File: src/rtl/wlock_pkg.sv
package wlock_pkg;

  typedef enum logic [1:0] {
    LK_IDLE   = 2'd0,
    LK_ARMED  = 2'd1,
    LK_LOCKED = 2'd2
  } lk_state_e;

  // key codes on data bits [1:0]: {enable, lock}
  localparam logic [1:0] KEY_ARM  = 2'b11;
  localparam logic [1:0] KEY_SEAL = 2'b01;

endpackage

File: src/rtl/wlock_decode.sv
module wlock_decode #(
  parameter int ADDR_W    = 8,
  parameter int NUM_PROT  = 6,
  parameter int PROT_BASE = 0,
  parameter int LOCK_ADDR = 16
) (
  input  logic                clk,
  input  logic                rst_n,
  input  logic                wr_en,
  input  logic [ADDR_W-1:0]   wr_addr,
  input  logic                locked,
  output logic                lock_wr,
  output logic [NUM_PROT-1:0] allow
);

  localparam logic [ADDR_W-1:0] LOCK_A = ADDR_W'(LOCK_ADDR);

  assign lock_wr = wr_en && (wr_addr == LOCK_A);

  for (genvar g = 0; g < NUM_PROT; g++) begin : g_slot
    localparam logic [ADDR_W-1:0] SLOT_A = ADDR_W'(PROT_BASE + g);
    assign allow[g] = wr_en && (wr_addr == SLOT_A) && !locked;
  end

  // distinct slot addresses never grant two slots at once
  assert_allow_onehot_R9: assert property (@(posedge clk) disable iff (!rst_n)
    $onehot0(allow));

endmodule

File: src/rtl/wlock_seq.sv
module wlock_seq
  import wlock_pkg::*;
#(
  parameter int WINDOW = 4
) (
  input  logic       clk,
  input  logic       rst_n,
  input  logic       lock_wr,
  input  logic [1:0] key,
  output logic       locked
);

  localparam int CW = $clog2(WINDOW + 1);
  localparam logic [CW-1:0] WIN_C = CW'(WINDOW);
  localparam logic [CW-1:0] ONE_C = CW'(1);

  lk_state_e     state_q, state_d;
  logic [CW-1:0] cnt_q, cnt_d;

  always_comb begin
    state_d = state_q;
    cnt_d   = cnt_q;
    unique case (state_q)
      LK_IDLE: begin
        cnt_d = '0;
        if (lock_wr && key == KEY_ARM) begin
          state_d = LK_ARMED;
          cnt_d   = ONE_C;
        end
      end
      LK_ARMED: begin
        if (lock_wr) begin
          if (key == KEY_SEAL) begin
            state_d = LK_LOCKED;
            cnt_d   = '0;
          end else if (key == KEY_ARM) begin
            cnt_d   = ONE_C;
          end else begin
            state_d = LK_IDLE;
            cnt_d   = '0;
          end
        end else if (cnt_q == WIN_C) begin
          state_d = LK_IDLE;
          cnt_d   = '0;
        end else begin
          cnt_d   = cnt_q + ONE_C;
        end
      end
      LK_LOCKED: begin
        cnt_d = '0;
      end
      default: begin
        state_d = LK_IDLE;
        cnt_d   = '0;
      end
    endcase
  end

  always_ff @(posedge clk) begin
    if (!rst_n) begin
      state_q <= LK_IDLE;
      cnt_q   <= '0;
    end else begin
      state_q <= state_d;
      cnt_q   <= cnt_d;
    end
  end

  assign locked = (state_q == LK_LOCKED);

  // lock is sticky until reset
  assert_lock_sticky_R8: assert property (@(posedge clk) disable iff (!rst_n)
    locked |=> locked);

  // lock only rises after an armed-state seal write
  assert_seal_cause_R3: assert property (@(posedge clk) disable iff (!rst_n)
    $rose(locked) |-> $past(state_q == LK_ARMED && lock_wr && key == KEY_SEAL));

  // window counter stays within 1..WINDOW while armed
  assert_window_bound_R4: assert property (@(posedge clk) disable iff (!rst_n)
    (state_q == LK_ARMED) |-> (cnt_q >= ONE_C && cnt_q <= WIN_C));

endmodule

File: src/rtl/wlock_rdmux.sv
module wlock_rdmux #(
  parameter int ADDR_W    = 8,
  parameter int DATA_W    = 8,
  parameter int LOCK_ADDR = 16
) (
  input  logic              clk,
  input  logic              rst_n,
  input  logic [ADDR_W-1:0] rd_addr,
  input  logic              locked,
  output logic [DATA_W-1:0] rd_data
);

  localparam logic [ADDR_W-1:0] LOCK_A = ADDR_W'(LOCK_ADDR);

  always_comb begin
    rd_data = '0;
    if (rd_addr == LOCK_A) rd_data[0] = locked;
  end

  // only bit 0 of the status word may be set
  assert_rd_upper_zero_R10: assert property (@(posedge clk) disable iff (!rst_n)
    rd_data[DATA_W-1:1] == '0);

endmodule

File: src/rtl/wlock_ctrl.sv
module wlock_ctrl #(
  parameter int ADDR_W    = 8,
  parameter int DATA_W    = 8,
  parameter int NUM_PROT  = 6,
  parameter int PROT_BASE = 0,
  parameter int LOCK_ADDR = 16,
  parameter int WINDOW    = 4
) (
  input  logic                clk,
  input  logic                rst_n,
  input  logic                wr_en,
  input  logic [ADDR_W-1:0]   wr_addr,
  input  logic [DATA_W-1:0]   wr_data,
  input  logic [ADDR_W-1:0]   rd_addr,
  output logic [DATA_W-1:0]   rd_data,
  output logic [NUM_PROT-1:0] wr_allow,
  output logic                locked
);

  logic lock_wr;
  logic data_unused;

  // only the key bits take part in the sequence
  assign data_unused = ^wr_data[DATA_W-1:2];

  wlock_decode #(
    .ADDR_W(ADDR_W), .NUM_PROT(NUM_PROT),
    .PROT_BASE(PROT_BASE), .LOCK_ADDR(LOCK_ADDR)
  ) u_decode (
    .clk(clk), .rst_n(rst_n), .wr_en(wr_en), .wr_addr(wr_addr),
    .locked(locked), .lock_wr(lock_wr), .allow(wr_allow)
  );

  wlock_seq #(.WINDOW(WINDOW)) u_seq (
    .clk(clk), .rst_n(rst_n), .lock_wr(lock_wr),
    .key(wr_data[1:0]), .locked(locked)
  );

  wlock_rdmux #(
    .ADDR_W(ADDR_W), .DATA_W(DATA_W), .LOCK_ADDR(LOCK_ADDR)
  ) u_rdmux (
    .clk(clk), .rst_n(rst_n), .rd_addr(rd_addr),
    .locked(locked), .rd_data(rd_data)
  );

  // no protected write may pass while locked
  assert_allow_dark_R7: assert property (@(posedge clk) disable iff (!rst_n)
    locked |-> (wr_allow == '0));

endmodule

File: config.mk
export PLATFORM = sky130hd
export DESIGN_NAME = wlock_ctrl
export DESIGN_NICKNAME = d
export VERILOG_FILES = /design/src/rtl/wlock_pkg.sv /design/src/rtl/wlock_decode.sv /design/src/rtl/wlock_seq.sv /design/src/rtl/wlock_rdmux.sv /design/src/rtl/wlock_ctrl.sv
export SDC_FILE = /design/constraint.sdc
export NUM_CORES = 1
export LEC_CHECK = 0
export ABC_AREA = 1
export CAP_MARGIN = 15
export CORE_AREA = 2 2 39 41
export DETAILED_ROUTE_END_ITERATION = 12
export DIE_AREA = 0 0 41 43
export DONT_BUFFER_PORTS = 1
export GPL_TIMING_DRIVEN = 0
export PLACE_DENSITY = 0.53
export SKIP_CTS_REPAIR_TIMING = 1
export SYNTH_ARGS = -nofsm -noshare
export SYNTH_HDL_FRONTEND = slang
export SYNTH_HIERARCHICAL = 1
export SYNTH_SLANG_ARGS = --single-unit
File: constraint.sdc
create_clock -name clk -period 1.3 [get_ports clk]
set_input_delay 0.195 -clock clk [delete_from_list [all_inputs] [get_ports clk]]
set_output_delay 0.195 -clock clk [all_outputs]
set_load 0.02 [all_outputs]
Yosys cells after proc, flatten, opt, wreduce, memory -nomap -nowiden
Index checks and enable logic that the tools add are counted.
{"block": "classes", "bitwise": 1, "addsub": 1, "mux": 13, "n_reduce_logical": 18, "n_eq_ne": 15}
{"operator": "equality test 8 x 2 -> 1 bit, second input constant", "n": 2}
{"operator": "equality test 8 x 3 -> 1 bit, second input constant", "n": 2}
{"operator": "equality test 8 x 5 -> 1 bit, second input constant", "n": 2}
{"operator": "logical AND 1 bit", "n": 14}
{"operator": "two-way mux 2 bit", "n": 5}
{"operator": "two-way mux 3 bit", "n": 3}
{"operator": "equality test 8 x 1 -> 1 bit, second input constant", "n": 1}
{"operator": "zero test 8 bit", "n": 1}
{"operator": "one-hot mux 2 bit (3 select lines)", "n": 1}
{"operator": "one-hot mux 3 bit (2 select lines)", "n": 1}
{"operator": "equality test 2 x 1 -> 1 bit, second input constant", "n": 2}
{"operator": "equality test 2 bit, second input constant", "n": 2}
{"operator": "!= test 4 bit, second input constant", "n": 1}
{"operator": "AND reduction 4 bit", "n": 1}
{"operator": "adder 3 x 1 -> 3 bit, second input constant", "n": 1}
{"operator": "equality test 3 bit, second input constant", "n": 1}
{"operator": "two-way mux 1 bit", "n": 3}
{"operator": "!= test 3 x 1 -> 1 bit, second input constant", "n": 1}
{"operator": "zero test 2 bit", "n": 1}
{"operator": "!= test 2 x 1 -> 1 bit, second input constant", "n": 1}
{"operator": "zero test 1 bit", "n": 1}
{"operator": "NOT 1 bit", "n": 1}
{"block": "totals", "in_bits": 27, "output_inout_bits": 15, "ff_bits": 5, "wordCells": 50}

Depth between registers and ports, before layout
{"block": "depth", "word_depth": 5, "mapped_depth": 8, "mapped_depth_nobuf": 8}

Cells and area by module
The synthesis kept the hierarchy.
{"module": "wlock_seq", "seq_area_each_um2": 100.1, "cells_per_inst": 33, "area_each_um2": 246.5, "n_inst": 1}
{"module": "wlock_decode", "seq_area_each_um2": 0.0, "cells_per_inst": 35, "area_each_um2": 155.1, "n_inst": 1}
{"module": "wlock_rdmux", "seq_area_each_um2": 0.0, "cells_per_inst": 16, "area_each_um2": 91.3, "n_inst": 1}

Least setup slack after synthesis
No wires, ideal clock.
{"block": "synth_timing", "path_kind": "reg-to-output", "start": "register u_seq.state_q[0]", "end": "output port wr_allow[0]", "required_time_ns": 1.105, "path_stages_with_launch": 9, "path_slack_ns": -0.035, "path_buffers": 0, "t_arrival_ns": 1.140, "cell_sequence": "dfxtp_1 > inv_1 > nand2_1 > inv_1 > inv_1 > nand2_1 > nor2_2 > nand2_2 > nor2_1"}
{"block": "synth_between", "elab_chain_cells": 3}
{"item": "start: declaration", "line": "wlock_seq.sv:17", "text": "lk_state_e state_q, state_d;"}
{"item": "start signal: assignment", "line": "wlock_seq.sv:64", "text": "state_q <= state_d;"}
{"item": "equality test 2 bit", "line": "wlock_seq.sv:69", "text": "assign locked = (state_q == LK_LOCKED);"}
{"item": "net locked", "line": "wlock_ctrl.sv:17", "text": "output logic locked"}
{"item": "zero test 1 bit", "line": "wlock_decode.sv:22", "text": "assign allow[g] = wr_en && (wr_addr == SLOT_A) && !locked;"}
{"item": "logical AND 1 bit", "line": "wlock_decode.sv:22"}
{"item": "end: declaration", "line": "wlock_ctrl.sv:16", "text": "output logic [NUM_PROT-1:0] wr_allow,"}
The timed path passes the listed nets, and every way through them passes these cells.

Worst setup path in the final report
{"block": "layout_timing", "start": "register u_seq.state_q[0]", "end": "output port wr_allow[1]"}
The elaborated chain is that of the path after synthesis.

==> impl_metrics.toml <==
[logic_synthesis]
synthDominantCellAreaShare_pct = 20.3
postSynth.asyncResetShare_pct = 0
syn_avg_cell_area_um2 = 5.87
yosysWarningCount = 6
synth-seq-cells = 5
ys.flop_type = "dfxtp_1"
ys_top_cells_by_count = "18 x inv_1, 16 x nand2_1, 13 x nor2_1"
netlist_top_cells_area = "dfxtp_1 20%, inv_1 14%, nand2_1 12%"
synth_area_leader_cell = "dfxtp_1"
yosysMostFrequentCell = "inv_1"
synth_enable_flop_cells = 0
netlist_area_um2 = 493
netlist-cell-type-count = 18
yosysSeqAreaShare_pct = 20.3
synthesis.instances = 84

[clock_network]
clockBufferDepth = 2
cts.sink_count = 5
path_clk_slew_ns = 0.04
cts_bufs_inserted = 3
root_buffer = "clkbuf_4"
cts_tree = "yes"
clkLatencyLatePin_ns = 0.24
h-tree-depth = 1

[cells_and_area]
area_growth_pct = 29.7
layout.nets = 124
final_core_util_pct = 46.2
multiInputGateArea_um2 = 355
number_of_antenna_cells_inserted = 0
drive_above_1_share_pct = 37.2
filler_cell_count = 164
regArea_um2 = 103

[floorplanning]
initial_core_util_pct = 35.6
die-area_mm2 = 0.00176
placement_rows = 14
ios = 42
die_h_um = 43
die_width_um = 41
core_area_mm2 = 0.00138

[sta]
highest_clock_rate_mhz = 715
final_setup_violations = 6
fin_crit_ns = 1.40
final-max-slew-violation-count = 0
min_period_over_period_pct = 108
rsz_0062_raised_after_global_routing = "true"
final.setup_skew_ns = 0.00101
hold_viol_final = 0
worst_slack_ns = -0.0991

[min_path]
min-delay-path-class = "primary input to flip-flop"

[detailed_routing]
detail-route-antenna-nets = 0
viasPerCell = 4.28
firstDrtPassIters = 4
drt_drc_violations_left = 0
detailroute.via_count = 471
routed_wl_um = 922
drt-initial-drc-count = 4
route.detailed.wl_per_inst_um = 8.38

[setup_path]
crit_arrival_ns = 1.20
endpoint_kind = "output pin"
critical_path_class = "flip-flop to output pin"
worstPathRequired_ns = 1.11
critical_path_peak_fanout = 4
crit_path_start_kind = "flip-flop"

[global_route]
first_global_vias = 426
antenna_found_initial = 0
met1_resource_use_gr_pct = 8.36
global_route.usage.met2_pct = 20.0
globalRoute.busiestLayer = "met2"
grt_pass1_wl_um = 1370
grt_start_max_net_pins = 6
globalRouteOverflowTotal = 0
grt_usage_pct = 11.9
global_route.usage.met3_pct = 4.71

[power]
power.leakage_nw = 0.308
ir_drop_v = 0.000431
power-per-cell-area_mw_per_mm2 = 630
power.total_mw = 0.403

[status]
status = "complete, but fails checks"
violations = "negative setup slack"

[placed_design]
io_buffer_count = 0
place.gp.congestion = 0.615
detailedPlacementHpwl_um = 752

[flow_run]
number_of_max_cap_violations = 0
## state kept, by name (all words and copies together), names as in the netlist
signal	cells
u_seq/cnt_q	3
u_seq/state_q	2
## kinds of logic (layout without fill, tap and decap cells)
| family | Yosys count | in the layout | share of synthesized area, % |
|---|---|---|---|
| AOI/OAI and AO/OA | 1 | 1 | 1.52 |
| xor gates and xnor gates | 1 | 1 | 1.78 |
| adders and majority gates | 2 | 2 | 5.08 |
| buffers and inverters | 27 | 31 | 25.9 |
| DFF | 5 | 5 | 20.3 |
| other | 1 | 7 | 0.761 |
| and+or+nand+nor | 47 | 47 | 44.7 |
## routing by layer
metal / vias up / share of wire, %
li1: 253 / -
met1: 194 / 35
met2: 22 / 56
met3: 2 / 8.2
met4: 0 / 0.87
met5: - / 0
## placed cells by master, fill, tap and decap left out, drive strengths merged
cell,n
a21boi,1
buf,7
clkbuf,4
clkinv,1
conb,7
dfxtp,5
ha,2
inv,19
nand2,19
nand3,4
nand3b,1
nand4,2
nor2,19
nor3,2
xnor2,1
## final timing paths
check	from	slack (ns)	cells after the start	to
max	u_seq/state_q[0]$_SDFFE_PN0P_	-0.1	8	wr_allow[1]
min reg2reg	u_seq/state_q[0]$_SDFFE_PN0P_	0.50	2	u_seq/cnt_q[1]$_SDFF_PN0_
max reg2reg	u_seq/cnt_q[0]$_SDFF_PN0_	0.30	7	u_seq/cnt_q[2]$_SDFF_PN0_
min	rst_n	0.08	2	u_seq/state_q[0]$_SDFFE_PN0P_
## per-stage QoR
step / worst slack [ns] / instances / hold slack, ns / setup TNS (ns) / instance area (um^2)
after floorplan: -0.0349 / 90 / 0.311 / -0.140 / 515
after global placement: -0.133 / 106 / 0.325 / -0.569 / 536
after detailed placement: -0.126 / 106 / 0.323 / -0.480 / 536
after CTS: -0.397 / 110 / 0.0660 / -2.31 / 562
after global routing: -0.182 / 110 / 0.0728 / -0.980 / 639
final: -0.0991 / 110 / 0.0796 / -0.525 / 639
## power breakdown
group	total, mW	switching, mW	internal, mW
clock	0.177	0.0608	0.116
combinational	0.0723	0.0442	0.0281
sequential	0.154	0.0000271	0.154
total	0.403	0.105	0.298
## layout make-up
| type | instances | area share [%] |
|---|---|---|
| Multi-Input combinational cell | 58 | 55.6 |
| Tap cell | 16 | 3.13 |
| Sequential cell | 5 | 16.0 |
| Inverter | 20 | 12.9 |
| Clock buffer | 4 | 4.11 |
| Buffer | 7 | 8.22 |
## critical path, cell delays in order (launching register included)
cell and delay [ns]:
dfxtp_2 0.33, inv_2 0.04, nand2_4 0.07, inv_6 0.05
inv_4 0.05, nand2_4 0.04, nor2_4 0.09, nand2_4 0.10
nor2_4 0.19
Note: power is estimated with default switching activity, not from simulation.
